<file path="src/rtl/pfail_pkg.sv">
package pfail_pkg;

    typedef enum logic [2:0] {
        ST_HOST   = 3'd0,
        ST_SAVE   = 3'd1,
        ST_HALT   = 3'd2,
        ST_LOAD   = 3'd3,
        ST_CHARGE = 3'd4
    } pf_state_e;

    function automatic logic in_recovery(input pf_state_e s);
        return (s == ST_LOAD) || (s == ST_CHARGE);
    endfunction

endpackage

</file>
<file path="src/rtl/pfail_lane.sv">
module pfail_lane #(
    parameter int DW     = 16,
    parameter int LDEPTH = 8,
    localparam int LAW   = $clog2(LDEPTH),
    localparam int PW    = $clog2(LDEPTH + 1)
) (
    input  logic           clk,
    input  logic           rst,
    input  logic           save_en,
    input  logic           load_en,
    input  logic           put,
    input  logic [DW-1:0]  put_data,
    input  logic           take,
    output logic           full,
    output logic [DW-1:0]  slot_data,
    output logic           wr_valid,
    input  logic           wr_ready,
    output logic [LAW-1:0] wr_addr,
    output logic [DW-1:0]  wr_data,
    output logic           rd_ready,
    input  logic           rd_valid,
    output logic [LAW-1:0] rd_addr,
    input  logic [DW-1:0]  rd_data
);

    logic          slot_v;
    logic [DW-1:0] slot_d;
    logic [PW-1:0] ptr;

    assign full      = slot_v;
    assign slot_data = slot_d;
    assign wr_valid  = save_en && slot_v;
    assign wr_addr   = ptr[LAW-1:0];
    assign wr_data   = slot_d;
    assign rd_ready  = load_en && !slot_v && (ptr < PW'(LDEPTH));
    assign rd_addr   = ptr[LAW-1:0];

    always_ff @(posedge clk) begin
        if (rst || !(save_en || load_en)) begin
            slot_v <= 1'b0;
            slot_d <= '0;
            ptr    <= '0;
        end else if (save_en) begin
            if (put) begin
                slot_v <= 1'b1;
                slot_d <= put_data;
            end else if (slot_v && wr_ready) begin
                slot_v <= 1'b0;
                ptr    <= ptr + 1'b1;
            end
        end else begin
            if (rd_ready && rd_valid) begin
                slot_v <= 1'b1;
                slot_d <= rd_data;
                ptr    <= ptr + 1'b1;
            end else if (take) begin
                slot_v <= 1'b0;
            end
        end
    end

    AST_PUT_INTO_EMPTY: assert property (@(posedge clk) disable iff (rst)
        put |-> !slot_v);
    AST_TAKE_FROM_FULL: assert property (@(posedge clk) disable iff (rst)
        take |-> slot_v);
    AST_PTR_IN_RANGE: assert property (@(posedge clk) disable iff (rst)
        ptr <= PW'(LDEPTH));

endmodule

</file>
<file path="src/rtl/pfail_seq.sv">
module pfail_seq
    import pfail_pkg::*;
#(
    parameter int DW    = 16,
    parameter int DEPTH = 64,
    parameter int NBANK = 8,
    localparam int AW   = $clog2(DEPTH),
    localparam int LAW  = $clog2(DEPTH / NBANK)
) (
    input  logic                 clk,
    input  logic                 rst,
    input  logic                 pf_alert,
    input  logic                 pwr_good,
    input  logic                 store_charged,
    input  logic                 store_fault,
    output logic                 host_sel,
    output logic                 busy,
    output logic                 ready,
    output logic                 energy_fault,
    output logic                 restore_err,
    output logic                 va_rd_en,
    output logic                 va_wr_en,
    output logic [AW-1:0]        va_addr,
    output logic [DW-1:0]        va_wr_data,
    input  logic [DW-1:0]        va_rd_data,
    output logic [NBANK-1:0]     nv_wr_valid,
    input  logic [NBANK-1:0]     nv_wr_ready,
    output logic [NBANK*LAW-1:0] nv_wr_addr,
    output logic [NBANK*DW-1:0]  nv_wr_data,
    output logic [NBANK-1:0]     nv_rd_ready,
    input  logic [NBANK-1:0]     nv_rd_valid,
    output logic [NBANK*LAW-1:0] nv_rd_addr,
    input  logic [NBANK*DW-1:0]  nv_rd_data
);

    localparam int LDEPTH = DEPTH / NBANK;
    localparam int CW     = $clog2(DEPTH + 1);
    localparam int BW     = $clog2(NBANK);

    pf_state_e      state;
    logic           pwr_lost;
    logic           img_valid;
    logic [CW-1:0]  cnt;
    logic [BW-1:0]  bsel;
    logic           ld_v;
    logic [BW-1:0]  ld_bank;

    logic [NBANK-1:0] lane_full;
    logic [DW-1:0]    lane_data [NBANK];
    logic [NBANK-1:0] lane_put;
    logic [NBANK-1:0] lane_take;
    logic             lane_save;
    logic             lane_load;
    logic             issue;
    logic             wtake;
    logic             all_words;
    logic             save_done;

    assign all_words  = (cnt == CW'(DEPTH));
    assign lane_save  = (state == ST_SAVE);
    assign lane_load  = (state == ST_LOAD) && img_valid;
    assign issue      = lane_save && !all_words && !lane_full[bsel];
    assign wtake      = lane_load && !all_words && lane_full[bsel];
    assign save_done  = lane_save && all_words && !ld_v && (lane_full == '0);

    assign host_sel   = (state == ST_HOST);
    assign ready      = (state == ST_HOST);
    assign busy       = in_recovery(state);
    assign va_rd_en   = issue;
    assign va_wr_en   = wtake;
    assign va_addr    = cnt[AW-1:0];
    assign va_wr_data = lane_data[bsel];

    for (genvar b = 0; b < NBANK; b++) begin : g_lane
        assign lane_put[b]  = ld_v && (ld_bank == BW'(b));
        assign lane_take[b] = wtake && (bsel == BW'(b));

        pfail_lane #(.DW(DW), .LDEPTH(LDEPTH)) u_lane (
            .clk       (clk),
            .rst       (rst),
            .save_en   (lane_save),
            .load_en   (lane_load),
            .put       (lane_put[b]),
            .put_data  (va_rd_data),
            .take      (lane_take[b]),
            .full      (lane_full[b]),
            .slot_data (lane_data[b]),
            .wr_valid  (nv_wr_valid[b]),
            .wr_ready  (nv_wr_ready[b]),
            .wr_addr   (nv_wr_addr[b*LAW +: LAW]),
            .wr_data   (nv_wr_data[b*DW +: DW]),
            .rd_ready  (nv_rd_ready[b]),
            .rd_valid  (nv_rd_valid[b]),
            .rd_addr   (nv_rd_addr[b*LAW +: LAW]),
            .rd_data   (nv_rd_data[b*DW +: DW])
        );
    end

    always_ff @(posedge clk) begin
        if (rst) begin
            state        <= ST_HALT;
            pwr_lost     <= 1'b1;
            img_valid    <= 1'b0;
            restore_err  <= 1'b0;
            energy_fault <= 1'b0;
            cnt          <= '0;
            bsel         <= '0;
            ld_v         <= 1'b0;
            ld_bank      <= '0;
        end else begin
            energy_fault <= store_fault;
            ld_v         <= issue;
            if (issue) ld_bank <= bsel;
            if (issue || wtake) begin
                cnt  <= cnt + 1'b1;
                bsel <= (bsel == BW'(NBANK - 1)) ? '0 : bsel + 1'b1;
            end
            case (state)
                ST_HOST: if (pf_alert) begin
                    state       <= ST_SAVE;
                    img_valid   <= 1'b0;
                    restore_err <= 1'b0;
                    pwr_lost    <= 1'b0;
                    cnt         <= '0;
                    bsel        <= '0;
                end
                ST_SAVE: begin
                    if (!pwr_good) pwr_lost <= 1'b1;
                    if (save_done) begin
                        state     <= ST_HALT;
                        img_valid <= 1'b1;
                    end
                end
                ST_HALT: begin
                    if (!pwr_good) begin
                        pwr_lost <= 1'b1;
                    end else if (pwr_lost) begin
                        state    <= ST_LOAD;
                        pwr_lost <= 1'b0;
                        cnt      <= '0;
                        bsel     <= '0;
                    end
                end
                ST_LOAD: begin
                    if (!img_valid) begin
                        state       <= ST_HOST;
                        restore_err <= 1'b1;
                    end else if (wtake && cnt == CW'(DEPTH - 1)) begin
                        state <= ST_CHARGE;
                    end
                end
                ST_CHARGE: if (store_charged) state <= ST_HOST;
                default: state <= ST_HALT;
            endcase
        end
    end

    AST_NO_READ_WHILE_HOST: assert property (@(posedge clk) disable iff (rst)
        va_rd_en |-> !host_sel);
    AST_HOST_QUIET: assert property (@(posedge clk) disable iff (rst)
        host_sel |-> (!va_wr_en && nv_wr_valid == '0 && nv_rd_ready == '0));
    AST_BUSY_READY_EXCL: assert property (@(posedge clk) disable iff (rst)
        !(busy && ready));
    AST_BUSY_ENDS_IN_READY: assert property (@(posedge clk) disable iff (rst)
        $fell(busy) |-> ready);
    AST_HALT_HOLD: assert property (@(posedge clk) disable iff (rst)
        (state == ST_HALT && !pwr_lost) |=> (state == ST_HALT));
    AST_READY_AFTER_CHARGE: assert property (@(posedge clk) disable iff (rst)
        ($rose(ready) && $past(state) == ST_CHARGE) |-> $past(store_charged));
    AST_NO_READ_WITHOUT_IMAGE: assert property (@(posedge clk) disable iff (rst)
        !img_valid |-> (nv_rd_ready == '0));

endmodule

</file>
<file path="config.mk">
export PLATFORM = sky130hd
export DESIGN_NAME = pfail_seq
export DESIGN_NICKNAME = d
export VERILOG_FILES = /design/src/rtl/pfail_pkg.sv /design/src/rtl/pfail_lane.sv /design/src/rtl/pfail_seq.sv
export SDC_FILE = /design/constraint.sdc
export NUM_CORES = 1
export LEC_CHECK = 0
export ABC_AREA = 1
export BUFFER_PORTS_ARGS = -buffer_cell sky130_fd_sc_hd__buf_2
export CORE_MARGIN = 10
export CORE_UTILIZATION = 40
export CTS_CLUSTER_SIZE = 24
export DETAILED_ROUTE_END_ITERATION = 10
export HOLD_SLACK_MARGIN = 0.05
export PLACE_DENSITY_LB_ADDON = 0.15
export RECOVER_POWER = 50
export SYNTH_ARGS = -nofsm -noshare
export SYNTH_HDL_FRONTEND = slang
export SYNTH_SLANG_ARGS = --single-unit
</file>
<file path="constraint.sdc">
create_clock -name clk -period 2.3 [get_ports clk]
set_input_delay 0.115 -clock clk [delete_from_list [all_inputs] [get_ports clk]]
set_output_delay 0.115 -clock clk [all_outputs]
set_load 0.02 [all_outputs]
</file>
## Word-level counts from Yosys, hierarchy flattened

Cells that the tools add are included.
Widths: inputs -> output; s select.

| word-level totals | value |
|---|---|
| register bits | 189 |
| latch bits | 0 |
| memory bits (writable) | 0 |
| memory bits (read-only) | 0 |
| input port bits | 166 |
| output and inout port bits | 221 |
| logic and storage cells | 374 |
| memories | 0 |

| operators by class | value |
|---|---|
| add/subtract/negate cells | 10 |
| multipliers | 0 |
| divide/modulo/power cells | 0 |
| order comparisons | 10 |
| equal/unequal tests | 60 |
| shift operators | 0 |
| mux-type cells | 128 |
| bitwise gates (word level) | 1 |
| reductions and logical operators | 132 |

Operators by type and width:

| cell | number |
|---|---|
| $mux 16 | 26 |
| $mux 4 | 32 |
| $logic_and 1x1->1 | 65 |
| $bmux 16 s3 | 1 |
| $mux 1 | 46 |
| $mux 3 | 12 |
| $ne 2x2->1 const B | 17 |
| $reduce_and 3->1 | 11 |
| $add 4x1->4 const B | 8 |
| $lt 4x4->1 const B | 8 |
| $reduce_and 2->1 | 16 |
| $mux 7 | 4 |
| $ne 2x1->1 const B | 14 |
| $eq 3x3->1 const B | 9 |
| $reduce_bool 3->1 | 9 |
| $ne 3x1->1 const B | 7 |
| $reduce_bool 2->1 | 10 |
| $eq 3x2->1 const B | 6 |
| $pmux 3 s5 | 1 |
| $pmux 7 s2 | 1 |
| $logic_not 1->1 | 12 |
| $eq 3x1->1 const B | 3 |
| $logic_not 3->1 | 3 |
| $logic_not 8->1 | 1 |
| other kinds (15) | 19 |

## Longest topological paths before layout

| logic depth | value |
|---|---|
| word-level depth | 9 |
| gate-level depth with buffers | 12 |
| gate-level depth less buffers | 12 |

## By module

A second synthesis with hierarchy kept.

| unflattened totals | value |
|---|---|
| cells, all modules | 2184 |
| area total of the unflattened synthesis | 13715.7 sq um |

By module, submodules not included:

| module | instances | cells an instance | area each (sq um) | seq. area each (sq um) |
|---|---|---|---|---|
| pfail_lane | 8 | 214 | 1395.1 | 420.4 |
| pfail_seq | 1 | 472 | 2555.0 | 420.4 |

## Least setup slack after synthesis

No wires, ideal clock.

| timing | value |
|---|---|
| path kind | reg-to-output |
| from | reg bsel[0] |
| to | out va_wr_data[14] |
| data arrival time | 1.679 ns |
| data required time | 2.185 ns |
| path slack | 0.506 ns |
| cell stages (with the launch flop) | 9 |
| path buffers | 3 |
| cells stage by stage | dfxtp_1 > buf_2 > inv_1 > buf_2 > clkbuf_1 > o21ai_0 > o22ai_1 > nor2_1 > a31oi_1 |

| between the ends | value |
|---|---|
| cells in the longest elaborated chain, start to end | 4 |

RTL lines:

| what | RTL line | text |
|---|---|---|
| start: declaration | pfail_seq.sv:44 | `logic [BW-1:0] bsel;` |
| start signal: assignment | pfail_seq.sv:116 | `bsel <= (bsel == BW'(NBANK - 1)) ? '0 : bsel + 1'b1;` |
| $not 3->4 (implied by the code) | pfail_seq.sv:72 | `assign va_wr_data = lane_data[bsel];` |
| $bmux 16 s3 | pfail_seq.sv:72 |  |
| $mux 16 (implied by the code) (2 in a row) | pfail_seq.sv:72 |  |
| end: declaration | pfail_seq.sv:24 | `output logic [DW-1:0] va_wr_data,` |

Every way passes these cells. The select of a mux whose other input is x is not followed.

## Worst setup path after layout

| timing | value |
|---|---|
| from | reg bsel[1] |
| to | out va_wr_data[1] |

The elaborated chain is that of the path after synthesis.

==> results.py <==
metrics = {
    "status": {
        "status": "completed",
    },
    "clock_network": {
        "cts_buffer_depth": 2,
        "numCtsBuffers": 17,
        "htree_levels": 4,
        "cts_root_buf": "clkbuf_16",
        "cts.clk_slew.worst_paths_ns": 0.08,
        "postCtsSetupRepairBufs": 0,
        "clock-sinks": 189,
        "cts_tree": "built",
        "clk_latency_ns": 0.45,
    },
    "critical_path": {
        "r2r_start": "state[1]",
        "reg2reg_depth": 7,
        "r2r_end": "pwr_lost",
        "critical_path_arrival_ns": 2.13,
        "cp.required_ns": 2.18,
        "crit_path_start_kind": "flop",
        "r2r_setup_slack_ns": 0.17,
        "critPathMaxFanout": 34,
        "endpoint_kind": "output pin",
        "critPathKind": "reg -> out",
    },
    "grt": {
        "grt-ovfl-total": 0,
        "track_usage_pct": 26.1,
        "grt_max_degree": 117,
        "antenna_found_initial": 1,
        "grt_pass1_wl_mm": 64.9,
        "grt_pass1_vias": 11400,
    },
    "synth": {
        "synth_cell_types": 36,
        "yosys.area.top_type_share_pct": 37.8,
        "yosys_register_bits": 189,
        "syn-cell-area_um2": 10000,
        "syn_nets": 1621,
        "ys.warnings.count": 0,
        "synthCells": 1439,
        "synth.largest_area_cell": "dfxtp_1",
        "ys_seq_area_share_pct": 37.8,
        "synth_area_leaders": "dfxtp_1 38%, o21ai_0 10%, nand2_1 10%",
        "avgSynthCellArea_um2": 6.95,
    },
    "pwr": {
        "leakagePower_uw": 0.00582,
        "cellPowerDensity_nw_per_um2": 670,
        "power_frac_clock_pct": 34.5,
        "p_comb_share_pct": 27.3,
        "ir_worst_vdd_mv": 0.346,
        "p_int_uw": 5760,
        "swShare_pct": 35.8,
        "switchingPower_uw": 3220,
        "seqPwrFrac_pct": 38.3,
    },
    "detailed_routing": {
        "drt_pre_antenna_iters": 5,
        "wl_per_cell_um": 20.0,
        "drt_wl_total_mm": 43.5,
        "via_count": 11700,
        "antenna_left": 0,
        "drt_iter0_drc": 924,
        "viasPerCell": 5.38,
        "drc": 0,
    },
    "floorplan": {
        "initial_core_util_pct": 40.9,
        "ios": 387,
        "row_count": 57,
        "core-area_um2": 24500,
        "die_area_um2": 31700,
        "die_h_um": 178,
        "die_w_um": 178,
    },
    "timing": {
        "tightest_slew_ns": 0.531,
        "hold_viol_final": 0,
        "fmax_ghz": 0.445,
        "drv_slew": 0,
        "setup_viol": 0,
        "fin_crit_ns": 2.25,
        "rsz0062_at_grt": "no",
        "fin_tns_setup_ns": 0,
        "post-route-period-util_pct": 97.7,
        "slew_headroom_pct": 64.6,
        "skew_ns": 0.0245,
    },
    "final_layout": {
        "fillers": 2484,
        "final_nets": 2024,
        "final_common_cell": "nand2_1",
        "drive_gt1_share_pct": 14.4,
        "areaGrowthSynthToFinish_pct": 33.9,
        "finalInstanceArea_um2": 13400,
        "layout_common_cells": "266 x nand2_1, 204 x o21ai_0, 195 x clkbuf_1, 193 x buf_2, 189 x nor2_1",
    },
    "place": {
        "port-buffer-count": 386,
        "place_area_um2": 11600,
        "dp_hpwl_mm": 31.1,
        "place_congestion": 0.856,
    },
    "worst_hold_path": {
        "min_path_type": "in -> reg",
        "min_to": "g_lane[7].u_lane.full",
        "hold_path_depth": 5,
        "hold_path.startpoint": "nv_wr_ready[7]",
    },
    "run": {
        "max_cap_viol_count": 0,
    },
}
power by group through the flow:
stage | Clock, uW | Sequential [uW] | Combinational, uW
after floorplan | 0 | 3490 | 1500
after global placement | 0 | 3510 | 2190
after detailed placement | 0 | 3510 | 2200
after CTS | 3140 | 3430 | 2450
after global routing | 3250 | 3450 | 2670
final | 3090 | 3440 | 2450
stage by stage:
stage / utilization (%) / power [uW] / hold slack (ns) / setup WS (ns) / std cells
2_1_floorplan: - / 5000 / 0.222 / 0.506 / 1439
3_3_place_gp: 47.3 / 5700 / 0.319 / 0.301 / 2010
3_5_place_dp: 47.3 / 5710 / 0.323 / 0.276 / 2010
4_1_cts: 55.7 / 9020 / 0.0681 / 0.0310 / 2179
5_1_grt: 54.7 / 9370 / 0.127 / 0.0120 / 2180
6_report: 54.8 / 8980 / 0.0890 / 0.0539 / 2181
kinds of logic after synthesis:
family	Yosys count	share of synthesized area [%]
AOI/OAI and AO/OA	434	23.9
and+or+nand+nor	533	21.7
xor gates and xnor gates	7	0.613
DFF	189	37.8
adders and majority gates	16	2.00
buffers and inverters	260	13.9
worst max path at each step:
stage / start / to / slack [ns] / cells past startpoint
floorplan: bsel[0] / va_wr_data[14] / 0.51 / 8
global placement: state[1] / g_lane[6].u_lane.slot_data[13] / 0.30 / 7
detailed placement: state[1] / g_lane[7].u_lane.slot_data[14] / 0.28 / 7
CTS: bsel[1] / va_wr_data[10] / 0.03 / 6
global route: state[1] / pwr_lost / 0.01 / 7
finish: bsel[1] / va_wr_data[1] / 0.05 / 7
registers in the layout, summed over array words and instances, names as in the netlist:
name,flops
state,3
g_lane.u_lane.ptr,32
restore_err,1
g_lane.u_lane.slot_data,128
bsel,3
ld_v,1
energy_fault,1
pwr_lost,1
img_valid,1
g_lane.u_lane.full,8
cnt,7
ld_bank,3
synthesized netlist by cell type:
cell and instances:
nand3_4 1, dfxtp_1 189, or2_2 2, nor3_4 1
inv_4 2, nor3b_1 1, buf_2 29, nand2_2 1
buf_4 75, nand2_1 266, clkinv_1 3, a31oi_1 144
and3_1 6, nand3_2 1, inv_2 7, a21oi_1 40
xor2_1 6, nand3_1 38, nor2_8 1, o21ai_1 26
ha_1 16, inv_1 89, a211oi_1 1, nand4_1 13
o21ai_0 204, buf_1 6, o22ai_1 16, nor3_1 12
xnor2_1 1, clkbuf_1 37, o211ai_1 1, nor2_2 1
buf_6 12, nor2_1 189, a21oi_4 1, a21oi_2 1
per-layer routing:
layer / GRT usage [%] / vias to the layer above / routed length (um)
met1: 28.4 / 5449 / 16400
li1: - / 5624 / -
met5: 0 / - / 0
met2: 46.8 / 562 / 22000
met4: 12.3 / 0 / 1640
met3: 6.22 / 90 / 3570
cell type report:
class	count	area (um2)	share of cell area, %
inverter	101	389	2.91
clock buffer	18	429	3.20
tap	324	405	3.03
timing repair buffer	543	3360	25.1
multi-input combinational	990	4840	36.1
clock inverter	14	175	1.31
sequential	189	3790	28.3
antenna	2	5.00	0.0374
worst max-delay path, stage by stage, from the launching register on:
cell and delay (ns):
dfxtp_2 0.36, inv_2 0.10, buf_8 0.27, o21ai_0 0.14, o22ai_1 0.23, nor2_1 0.12
a31oi_1 0.26, buf_2 0.22
timing repair:
item                                    4_1_cts  5_1_grt
endpoints found under the setup margin       13        3
gates cloned                                  2        0
hold buffers                                135        0
pin swaps                                     1        1
hold endpoints to repair                    135        0
resized for setup                             7        5
No activity file was read; power rests on OpenSTA's default activity.
